**src/rtl/io_port_pkg.sv**
```systemverilog
package io_port_pkg;

    typedef enum logic [1:0] {
        SZ_BYTE  = 2'd0,
        SZ_WORD  = 2'd1,
        SZ_DWORD = 2'd2,
        SZ_DWALT = 2'd3
    } xfer_size_e;

    typedef enum logic {
        ST_IDLE = 1'b0,
        ST_BUS  = 1'b1
    } ctl_state_e;

    // number of low bytes a width code moves
    function automatic int unsigned size_bytes(input logic [1:0] sz);
        case (sz)
            SZ_BYTE: size_bytes = 1;
            SZ_WORD: size_bytes = 2;
            default: size_bytes = 4;
        endcase
    endfunction

endpackage

```
**src/rtl/io_port_sel.sv**
```systemverilog
module io_port_sel #(
    parameter int PORT_W = 16,
    parameter int IMM_W  = 8,
    parameter int DEC_W  = 10
) (
    input  logic              use_reg,
    input  logic [IMM_W-1:0]  imm,
    input  logic [PORT_W-1:0] reg_port,
    output logic [PORT_W-1:0] port_full,
    output logic [DEC_W-1:0]  port_dec
);
    localparam int PAD_W = PORT_W - IMM_W;

    logic [PORT_W-1:0] imm_ext;

    always_comb begin
        imm_ext   = {{PAD_W{1'b0}}, imm};
        port_full = use_reg ? reg_port : imm_ext;
        port_dec  = port_full[DEC_W-1:0];
    end

endmodule

```
**src/rtl/io_priv_gate.sv**
```systemverilog
module io_priv_gate #(
    parameter int PL_W = 2
) (
    input  logic            prot_mode,
    input  logic [PL_W-1:0] cpl,
    input  logic [PL_W-1:0] iopl,
    output logic            allow
);
    logic too_low;

    always_comb begin
        too_low = (cpl > iopl);
        allow   = !(prot_mode && too_low);
    end

endmodule

```
**src/rtl/io_lane_ctl.sv**
```systemverilog
module io_lane_ctl
    import io_port_pkg::*;
#(
    parameter int DATA_W = 32
) (
    input  logic [1:0]          size,
    input  logic [DATA_W-1:0]   acc_src,
    output logic [DATA_W/8-1:0] be,
    output logic [DATA_W-1:0]   wdata,
    input  logic [DATA_W/8-1:0] hold_be,
    input  logic [DATA_W-1:0]   hold_acc,
    input  logic [DATA_W-1:0]   rdata,
    output logic [DATA_W-1:0]   merged
);
    localparam int LANES = DATA_W / 8;

    for (genvar i = 0; i < LANES; i++) begin : g_lane
        always_comb begin
            be[i]              = (i < size_bytes(size));
            wdata[8*i +: 8]    = be[i] ? acc_src[8*i +: 8] : 8'h00;
            merged[8*i +: 8]   = hold_be[i] ? rdata[8*i +: 8] : hold_acc[8*i +: 8];
        end
    end

endmodule

```
**src/rtl/io_port_unit.sv**
```systemverilog
module io_port_unit
    import io_port_pkg::*;
#(
    parameter int PORT_W = 16,
    parameter int IMM_W  = 8,
    parameter int DEC_W  = 10,
    parameter int DATA_W = 32,
    parameter int PL_W   = 2
) (
    input  logic                clk,
    input  logic                rst_n,
    input  logic                req_valid,
    input  logic                req_dir_out,
    input  logic                req_use_dx,
    input  logic [IMM_W-1:0]    req_imm8,
    input  logic [PORT_W-1:0]   req_dx,
    input  logic [1:0]          req_size,
    input  logic [DATA_W-1:0]   req_acc,
    input  logic                prot_mode,
    input  logic [PL_W-1:0]     cpl,
    input  logic [PL_W-1:0]     iopl,
    output logic [DEC_W-1:0]    io_addr,
    output logic [DATA_W/8-1:0] io_be,
    output logic                io_rd,
    output logic                io_wr,
    output logic [DATA_W-1:0]   io_wdata,
    input  logic [DATA_W-1:0]   io_rdata,
    input  logic                io_ready,
    output logic                busy,
    output logic                done,
    output logic                acc_we,
    output logic [DATA_W-1:0]   acc_out,
    output logic                gp_fault
);
    localparam int LANES = DATA_W / 8;

    typedef struct packed {
        ctl_state_e         st;
        logic               is_out;
        logic [DEC_W-1:0]   addr;
        logic [LANES-1:0]   be;
        logic [DATA_W-1:0]  wdata;
        logic [DATA_W-1:0]  acc;
        logic [DATA_W-1:0]  acc_res;
        logic               done;
        logic               we;
        logic               fault;
    } regs_t;

    localparam regs_t REGS_RST = '{
        st: ST_IDLE, is_out: 1'b0, addr: '0, be: '0, wdata: '0,
        acc: '0, acc_res: '0, done: 1'b0, we: 1'b0, fault: 1'b0
    };

    regs_t d, q;

    logic [PORT_W-1:0] port_full;
    logic [DEC_W-1:0]  port_dec;
    logic              allow;
    logic [LANES-1:0]  lane_be;
    logic [DATA_W-1:0] lane_wdata;
    logic [DATA_W-1:0] lane_merged;

    io_port_sel #(.PORT_W(PORT_W), .IMM_W(IMM_W), .DEC_W(DEC_W)) u_sel (
        .use_reg   (req_use_dx),
        .imm       (req_imm8),
        .reg_port  (req_dx),
        .port_full (port_full),
        .port_dec  (port_dec)
    );

    io_priv_gate #(.PL_W(PL_W)) u_priv (
        .prot_mode (prot_mode),
        .cpl       (cpl),
        .iopl      (iopl),
        .allow     (allow)
    );

    io_lane_ctl #(.DATA_W(DATA_W)) u_lane (
        .size     (req_size),
        .acc_src  (req_acc),
        .be       (lane_be),
        .wdata    (lane_wdata),
        .hold_be  (q.be),
        .hold_acc (q.acc),
        .rdata    (io_rdata),
        .merged   (lane_merged)
    );

    always_comb begin
        d       = q;
        d.done  = 1'b0;
        d.we    = 1'b0;
        d.fault = 1'b0;
        case (q.st)
            ST_IDLE: begin
                if (req_valid) begin
                    if (!allow) begin
                        d.fault = 1'b1;
                    end else begin
                        d.st     = ST_BUS;
                        d.is_out = req_dir_out;
                        d.addr   = port_dec;
                        d.be     = lane_be;
                        d.wdata  = lane_wdata;
                        d.acc    = req_acc;
                    end
                end
            end
            ST_BUS: begin
                if (io_ready) begin
                    d.st   = ST_IDLE;
                    d.done = 1'b1;
                    if (!q.is_out) begin
                        d.we      = 1'b1;
                        d.acc_res = lane_merged;
                    end
                end
            end
            default: d.st = ST_IDLE;
        endcase
    end

    always_ff @(posedge clk) begin
        if (!rst_n) q <= REGS_RST;
        else        q <= d;
    end

    always_comb begin
        busy     = (q.st == ST_BUS);
        io_rd    = busy && !q.is_out;
        io_wr    = busy && q.is_out;
        io_addr  = q.addr;
        io_be    = busy ? q.be : '0;
        io_wdata = io_wr ? q.wdata : '0;
        done     = q.done;
        acc_we   = q.we;
        acc_out  = q.acc_res;
        gp_fault = q.fault;
    end

    AST_STROBE_EXCL: assert property (@(posedge clk) disable iff (!rst_n)
        !(io_rd && io_wr));

    AST_HOLD_UNTIL_READY: assert property (@(posedge clk) disable iff (!rst_n)
        ((io_rd || io_wr) && !io_ready) |=>
        ((io_rd || io_wr) && $stable(io_addr) && $stable(io_be)));

    AST_DONE_AFTER_READY: assert property (@(posedge clk) disable iff (!rst_n)
        ((io_rd || io_wr) && io_ready) |=> (done && !io_rd && !io_wr));

    AST_FAULT_NO_BUS: assert property (@(posedge clk) disable iff (!rst_n)
        gp_fault |-> (!io_rd && !io_wr && !done && !acc_we));

    AST_FAULT_ONE_CYCLE: assert property (@(posedge clk) disable iff (!rst_n)
        gp_fault |=> !gp_fault);

    AST_WE_ONLY_READ: assert property (@(posedge clk) disable iff (!rst_n)
        (io_rd && io_ready) |=> acc_we);

    AST_WE_WITH_DONE: assert property (@(posedge clk) disable iff (!rst_n)
        acc_we |-> done);

    AST_IDLE_NO_LANES: assert property (@(posedge clk) disable iff (!rst_n)
        !busy |-> (io_be == '0));

endmodule

```
**config.mk**
```make
export PLATFORM = sky130hd
export DESIGN_NAME = io_port_unit
export DESIGN_NICKNAME = d
export VERILOG_FILES = /design/src/rtl/io_port_pkg.sv /design/src/rtl/io_port_sel.sv /design/src/rtl/io_priv_gate.sv /design/src/rtl/io_lane_ctl.sv /design/src/rtl/io_port_unit.sv
export SDC_FILE = /design/constraint.sdc
export NUM_CORES = 1
export LEC_CHECK = 0
export ABC_AREA = 1
export BUFFER_PORTS_ARGS = -buffer_cell sky130_fd_sc_hd__buf_2
export CORE_MARGIN = 2
export CORE_UTILIZATION = 48
export DETAILED_ROUTE_END_ITERATION = 10
export GPL_TIMING_DRIVEN = 1
export PLACE_DENSITY = 0.8
export SETUP_SLACK_MARGIN = 0.2
export SLEW_MARGIN = 20
export SYNTH_ARGS = -nofsm -noshare
export SYNTH_HDL_FRONTEND = slang
export SYNTH_SLANG_ARGS = --single-unit
```
**constraint.sdc**
```tcl
create_clock -name clk -period 2 [get_ports clk]
set_input_delay 0.1 -clock clk [delete_from_list [all_inputs] [get_ports clk]]
set_output_delay 0.1 -clock clk [all_outputs]
set_load 0.05 [all_outputs]
```
==> results of run 1 <==
final cells by class:
cell class | count | share of cell area [%]
Sequential cell | 114 | 34.46
Tap cell | 140 | 2.641
Inverter | 73 | 4.131
Timing Repair Buffer | 195 | 16.37
Clock buffer | 17 | 6.413
Clock inverter | 15 | 2.018
Multi-Input combinational cell | 504 | 33.97
cell families after synthesis:
| kind of cell | Yosys count | share of synthesized area, % |
|---|---|---|
| buf+inv | 168 | 16.47 |
| simple gates | 374 | 28.80 |
| flops | 114 | 42.03 |
| fa+ha+maj | 2 | 0.4608 |
| compound gates | 128 | 12.24 |
power breakdown:
part	internal, mW	total, mW	leakage [nW]	switching, mW
sequential	2.46	2.56	0.937	0.103
clock	1.72	2.82	0.270	1.11
combinational	0.371	1.13	2.05	0.756
total	4.54	6.51	3.25	1.97
layout by cell type, fill, tap and decap left out, types with 3 or more instances in the layout:
master           n
a21boi_0         8
a21oi_1         63
buf_12           3
buf_2          173
buf_4            7
clkbuf_16       17
clkbuf_4         5
clkinv_2         4
clkinv_4         3
clkinvlp_4       3
dfxtp_1        113
dlygate4sd3_1    7
inv_1           70
inv_6            4
nand2_1        165
nand2_2          3
nand3_1         36
nand3b_1        17
nor2_1         147
o21ai_0         56
what timing repair did:
item / 4_1_cts / 5_1_grt
endpoints found under the hold margin: 9 / 0
hold buffers: 7 / 0
setup endpoints to repair: 22 / 5
resized for setup: 1 / 5
pin swaps: 0 / 0
worst min path at each step:
stage / startpoint / endpoint / slack (ns) / cells past startpoint
global placement: io_ready / done / 0.38 / 3
global route: req_acc[14] / q[49] / 0.02 / 3
finish: req_acc[4] / q[39] / 0.01 / 3
floorplan: io_ready / done / 0.24 / 2
detailed placement: io_ready / done / 0.38 / 3
CTS: req_acc[4] / q[39] / 0.001 / 3
cell usage after synthesis, types with 2 or more instances:
| cell | instances | area, µm² |
|---|---|---|
| dfxtp_1 | 114 | 2282 |
| nand3_1 | 36 | 180.2 |
| o21ai_0 | 56 | 280.3 |
| clkbuf_1 | 16 | 60.06 |
| inv_1 | 70 | 262.8 |
| a21boi_0 | 8 | 60.06 |
| clkbuf_2 | 3 | 15.01 |
| a21oi_1 | 63 | 315.3 |
| nand3b_1 | 17 | 127.6 |
| nand2_1 | 165 | 619.3 |
| buf_6 | 6 | 67.56 |
| buf_2 | 19 | 95.09 |
| ha_1 | 2 | 25.02 |
| inv_2 | 2 | 7.510 |
| buf_4 | 51 | 382.9 |
| nor2_1 | 147 | 551.8 |
| nand2_2 | 3 | 18.77 |
sequential cells by signal (all words and copies together), names as in the netlist:
register  count
q            68
acc_out      32
io_addr      10
acc_we        1
busy          1
done          1
gp_fault      1
routing by layer:
layer	vias to the layer above	routed length [µm]	global-route usage [%]
li1	2646	-	-
met1	2178	6230	30.27
met2	142	5867	32.38
met3	8	924	6.878
met4	0	99	5.446
met5	-	0	0
stage by stage:
stage	cells	util, %
floorplan	786	-
global placement	1019	54.77
detailed placement	1019	54.77
CTS	1058	60.55
global route	1058	60.66
finish	1058	60.66
critical path, delay by kind of cell, from the launching register on:
family,cells,cell delay (ns)
buf+inv,2,0.53
simple gates,2,0.24
flops,1,0.46
==> flow_summary.json, run 1 <==
{
  "cts-buffers-inserted": 17,
  "core_area_um2": 10940,
  "detailed_place.area_um2": 5989,
  "grt_start_max_net_pins": 46,
  "endpoint_of_the_most_critical_setup_path": "io_wdata[1]",
  "drive_above_1_share_pct": 25.27,
  "drt_iter0_markers": 329,
  "post-route-period-util_pct": 86.41,
  "global_route_wire_length_before_repair_um": 20580,
  "ir_worst_vdd_mv": 0.5364,
  "die-width_um": 110.4,
  "design.die.area_um2": 12180,
  "fill_cells": 1113,
  "tightest_slew_ns": 0.5417,
  "drc_violation_count_after_routing": 0,
  "yosys_warnings": 0,
  "period_needed_ns": 1.728,
  "dp_hpwl_um": 9245,
  "num_vias": 4974,
  "synth_cells": 786,
  "worst_setup_path_start_kind": "register",
  "worstSetupEndpointType": "output pin",
  "synth.distinct_cells": 25,
  "arr_time_crit_path_ns": 1.63,
  "setup_repair_after_global_routing_missed_its_margin": "false",
  "cpMaxStageDelayCell": "dfxtp_4",
  "diodes": 0,
  "setup_fix_buffers_added_after_clock_tree_synthesis": 0,
  "grt_use_total_pct": 21.64,
  "cts_tree": "yes",
  "grt_pass1_vias": 4407,
  "portBuffers": 178,
  "multi_input_area_um2": 2253,
  "timing.max_slew.rel_slack_pct": 63.89,
  "seq_area_frac_synth_pct": 42.03,
  "max_freq_mhz": 578.7,
  "max-clock-path-buffers": 2,
  "crit_reg_reg_endpoint": "acc_out[14]",
  "total_power_mw": 6.510,
  "post-place-ws_ns": 0.3093,
  "finalHoldWorstSlack_ns": 0.01431,
  "avgRoutedWirePerCell_um": 12.40,
  "synth-edff-count": 0,
  "ff2ff_path_depth": 6,
  "origin_of_the_critical_flop_to_flop_path": "busy",
  "crit_chain": "nand2_1 > buf_4 > nor2_1 > buf_2",
  "layout.area.seq_um2": 2286,
  "leakage_power_nw": 3.254,
  "vias_per_cell": 4.701,
  "floorplan.io_pins": 185,
  "cap_viol_max_count": 0,
  "initial_core_util_pct": 49.66,
  "final_net_count": 1008,
  "final_critical_path_setup_slack_ns": 0.2718,
  "critical_path.max_stage_delay_ns": 0.46,
  "dominantRegCellSynth": "dfxtp_1",
  "final-hold-violation-count": 0,
  "synthesis_to_finish_area_growth_pct": 22.17,
  "root_buffer": "clkbuf_16",
  "floorplan_row_count": 38,
  "final.setup_skew_ns": 0.009449,
  "timing.critical_path.required_ns": 1.90,
  "drv_slew": 0,
  "syn_avg_cell_area_um2": 6.909,
  "insertion_delay_ns": 0.40,
  "grt_overflow": 0,
  "antenna_left": 0,
  "hold_class": "input pin to register",
  "cts_htree_levels": 4,
  "design_area_um2": 6634,
  "setup_viol_count_final": 0,
  "mappedNetlistArea_um2": 5430,
  "async_reset_ff_share_pct": 0,
  "globalplace.congestion": 0.8203,
  "die_h_um": 110.4,
  "status": "complete, no violations",
  "ys_seq_elements": 114,
  "cts_clk_pin_slew_worst_paths_ns": 0.06,
  "wl_um": 13120,
  "setup.reg_to_reg.worst_slack_ns": 0.44,
  "crit_path_max_fanout": 33,
  "postSynthNetCount": 889,
  "drt_pre_antenna_iters": 5,
  "worst_setup_path_startpoint": "busy",
  "number_of_antenna_violations_at_the_first_check_in_global_routing": 0,
  "critical_path_class": "register to output pin",
  "setup-tns-final_ns": 0,
  "powerDensity_nw_per_um2": 981.4,
  "sinks_on_clock_net": 114
}
Note: power is estimated with default switching activity, not from simulation.
==> inputs of run 2 (changes only) <==
GPL_TIMING_DRIVEN = 0   (was 1)
==> run 2 against run 1 <==
  * Largest cell class unchanged
  * Worst setup slack lost 0.016 ns
  * Wire length grew 13%
  * Clock skew grew 0.00059 ns
  * Core utilization grew 5.5 points
  * Combinational power grew 16%
  * Highest routed layer unchanged
==> flow_summary.json, run 2 (synthesis gave the netlist of run 1 again) <==
{
  "final-hold-violation-count": 0,
  "insertion_delay_ns": 0.41,
  "dpl.cell_count": 1104,
  "floorplan_row_count": 38,
  "sinks_on_clock_net": 114,
  "drt_iter0_markers": 311,
  "die_h_um": 110.4,
  "final_net_count": 1094,
  "cts-buffers-inserted": 17,
  "grt_overflow": 0,
  "cts_tree": "yes",
  "design_area_um2": 7239,
  "critical_path_class": "register to output pin",
  "top_register": "q",
  "status": "complete, no violations",
  "timing.critical_path.required_ns": 1.90,
  "final_critical_path_setup_slack_ns": 0.2563,
  "num_vias": 5431,
  "total_power_mw": 6.681,
  "globalplace.congestion": 0.8446,
  "drive_above_1_share_pct": 30.68,
  "drc_violation_count_after_routing": 0,
  "origin_of_the_critical_flop_to_flop_path": "busy",
  "detailed_place.area_um2": 6497,
  "grt_pass1_vias": 4933,
  "cts_clk_pin_slew_worst_paths_ns": 0.05,
  "most-common-layout-cells": "buf_2, nand2_1, nor2_1",
  "core_area_um2": 10940,
  "powerDensity_nw_per_um2": 922.8,
  "worst_setup_path_start_kind": "register",
  "switchingPower_mw": 2.035,
  "root_buffer": "clkbuf_16",
  "number_of_antenna_violations_at_the_first_check_in_global_routing": 0,
  "max-clock-path-buffers": 2,
  "power_frac_seq_pct": 38.1,
  "postLayoutCoreUtil_pct": 66.20,
  "period_needed_ns": 1.744,
  "max_freq_mhz": 573.5,
  "synthesis_to_finish_area_growth_pct": 33.32,
  "hold_class": "input pin to register",
  "hold_path.startpoint": "req_acc[10]",
  "largest_register_ffs": 68,
  "diodes": 0,
  "setup.reg_to_reg.worst_slack_ns": 0.61,
  "arr_time_crit_path_ns": 1.64,
  "comb_power_share_pct": 19.6,
  "worstSetupEndpointType": "output pin",
  "min_path_cells": 3,
  "clkPwrFrac_pct": 42.4,
  "crit_path_max_fanout": 10,
  "post-place-ws_ns": 0.4244,
  "antenna_left": 0,
  "terminating_pin_of_the_worst_hold_path": "q[45]",
  "leakage_power_nw": 3.612,
  "global_route_wire_length_before_repair_um": 23270,
  "vias_per_cell": 4.747,
  "avgRoutedWirePerCell_um": 12.96,
  "dp_hpwl_um": 11030,
  "post-route-period-util_pct": 87.18,
  "initial_core_util_pct": 49.66,
  "setup_viol_count_final": 0,
  "setup-tns-final_ns": 0,
  "timing.max_slew.rel_slack_pct": 66.13,
  "setup_fix_buffers_added_after_clock_tree_synthesis": 0,
  "final.setup_skew_ns": 0.01004,
  "die-width_um": 110.4,
  "swShare_pct": 30.47,
  "fill_cells": 1017,
  "portBuffers": 178,
  "finalHoldWorstSlack_ns": 0.01928,
  "grt_use_total_pct": 24.79,
  "ir_worst_vdd_mv": 0.7069,
  "drt_pre_antenna_iters": 5,
  "drv_slew": 0,
  "wl_um": 14830,
  "cts_htree_levels": 4,
  "design.die.area_um2": 12180,
  "tightest_slew_ns": 0.5081,
  "mostFrequentLayoutCell": "buf_2",
  "setup_repair_after_global_routing_missed_its_margin": "true",
  "ff2ff_path_depth": 7,
  "floorplan.io_pins": 185,
  "grt_start_max_net_pins": 17,
  "cap_viol_max_count": 0,
  "crit_reg_reg_endpoint": "acc_out[19]",
  "final_cells": 1144,
  "cell_internal_pwr_mw": 4.645
}
==> run 2: cell types whose count changed in the layout (fill, tap and decap cells not counted), moves of 2 or more <==
cell / before / now
buf_6: 0 / 11
clkbuf_2: 0 / 5
buf_12: 3 / 0
clkbuf_4: 5 / 12
clkbuf_1: 0 / 10
buf_4: 7 / 63
clkinvlp_4: 3 / 5
==> run 2: metal layers <==
metal	up-vias	track usage, %	share of wire (%)
met3	32	5.115	6.5
li1	2828	-	-
met2	209	39.88	46
met5	-	0	0
met1	2362	32.77	45
met4	0	9.464	2.1
==> run 2: power by group through the flow <==
stage | clock network (mW) | logic (mW) | registers (mW)
global route | 2.96 | 1.46 | 2.56
global placement | 0 | 1.26 | 2.58
floorplan | 0 | 0.946 | 2.58
detailed placement | 0 | 1.27 | 2.59
finish | 2.83 | 1.31 | 2.54
CTS | 2.86 | 1.30 | 2.54
==> run 2: worst max-delay path by stage <==
stage / start / end / slack [ns] / depth (start not counted)
floorplan: busy / io_wdata[22] / 0.24 / 4
global placement: busy / io_wdata[30] / 0.42 / 5
detailed placement: busy / io_wdata[30] / 0.42 / 5
CTS: busy / io_wdata[9] / 0.20 / 5
global route: busy / io_wdata[14] / 0.18 / 5
finish: busy / io_wdata[15] / 0.26 / 5
==> run 2: area by class of cell <==
| class | instances | area, µm² | area share (%) |
|---|---|---|---|
| tap | 140 | 175.2 | 2.420 |
| inverter | 73 | 274.0 | 3.785 |
| clock buffer | 17 | 425.4 | 5.876 |
| multi-input combinational | 504 | 2256 | 31.16 |
| timing repair buffer | 186 | 1055 | 14.57 |
| buffer | 95 | 635.6 | 8.780 |
| sequential | 114 | 2283 | 31.54 |
| clock inverter | 15 | 135.1 | 1.867 |
==> run 2: worst max-delay path, cell delays in order, from the launching register on <==
cell and delay [ns]:
dfxtp_2 0.34, buf_6 0.17, nand2_2 0.16, clkbuf_4 0.23, nor2_1 0.13, buf_4 0.22
==> run 2: repair_timing <==
action / 4_1_cts / 5_1_grt
endpoints found under the setup margin: 32 / 29
endpoints found under the hold margin: 9 / 0
hold buffers: 8 / 0
gates resized for setup: 14 / 40
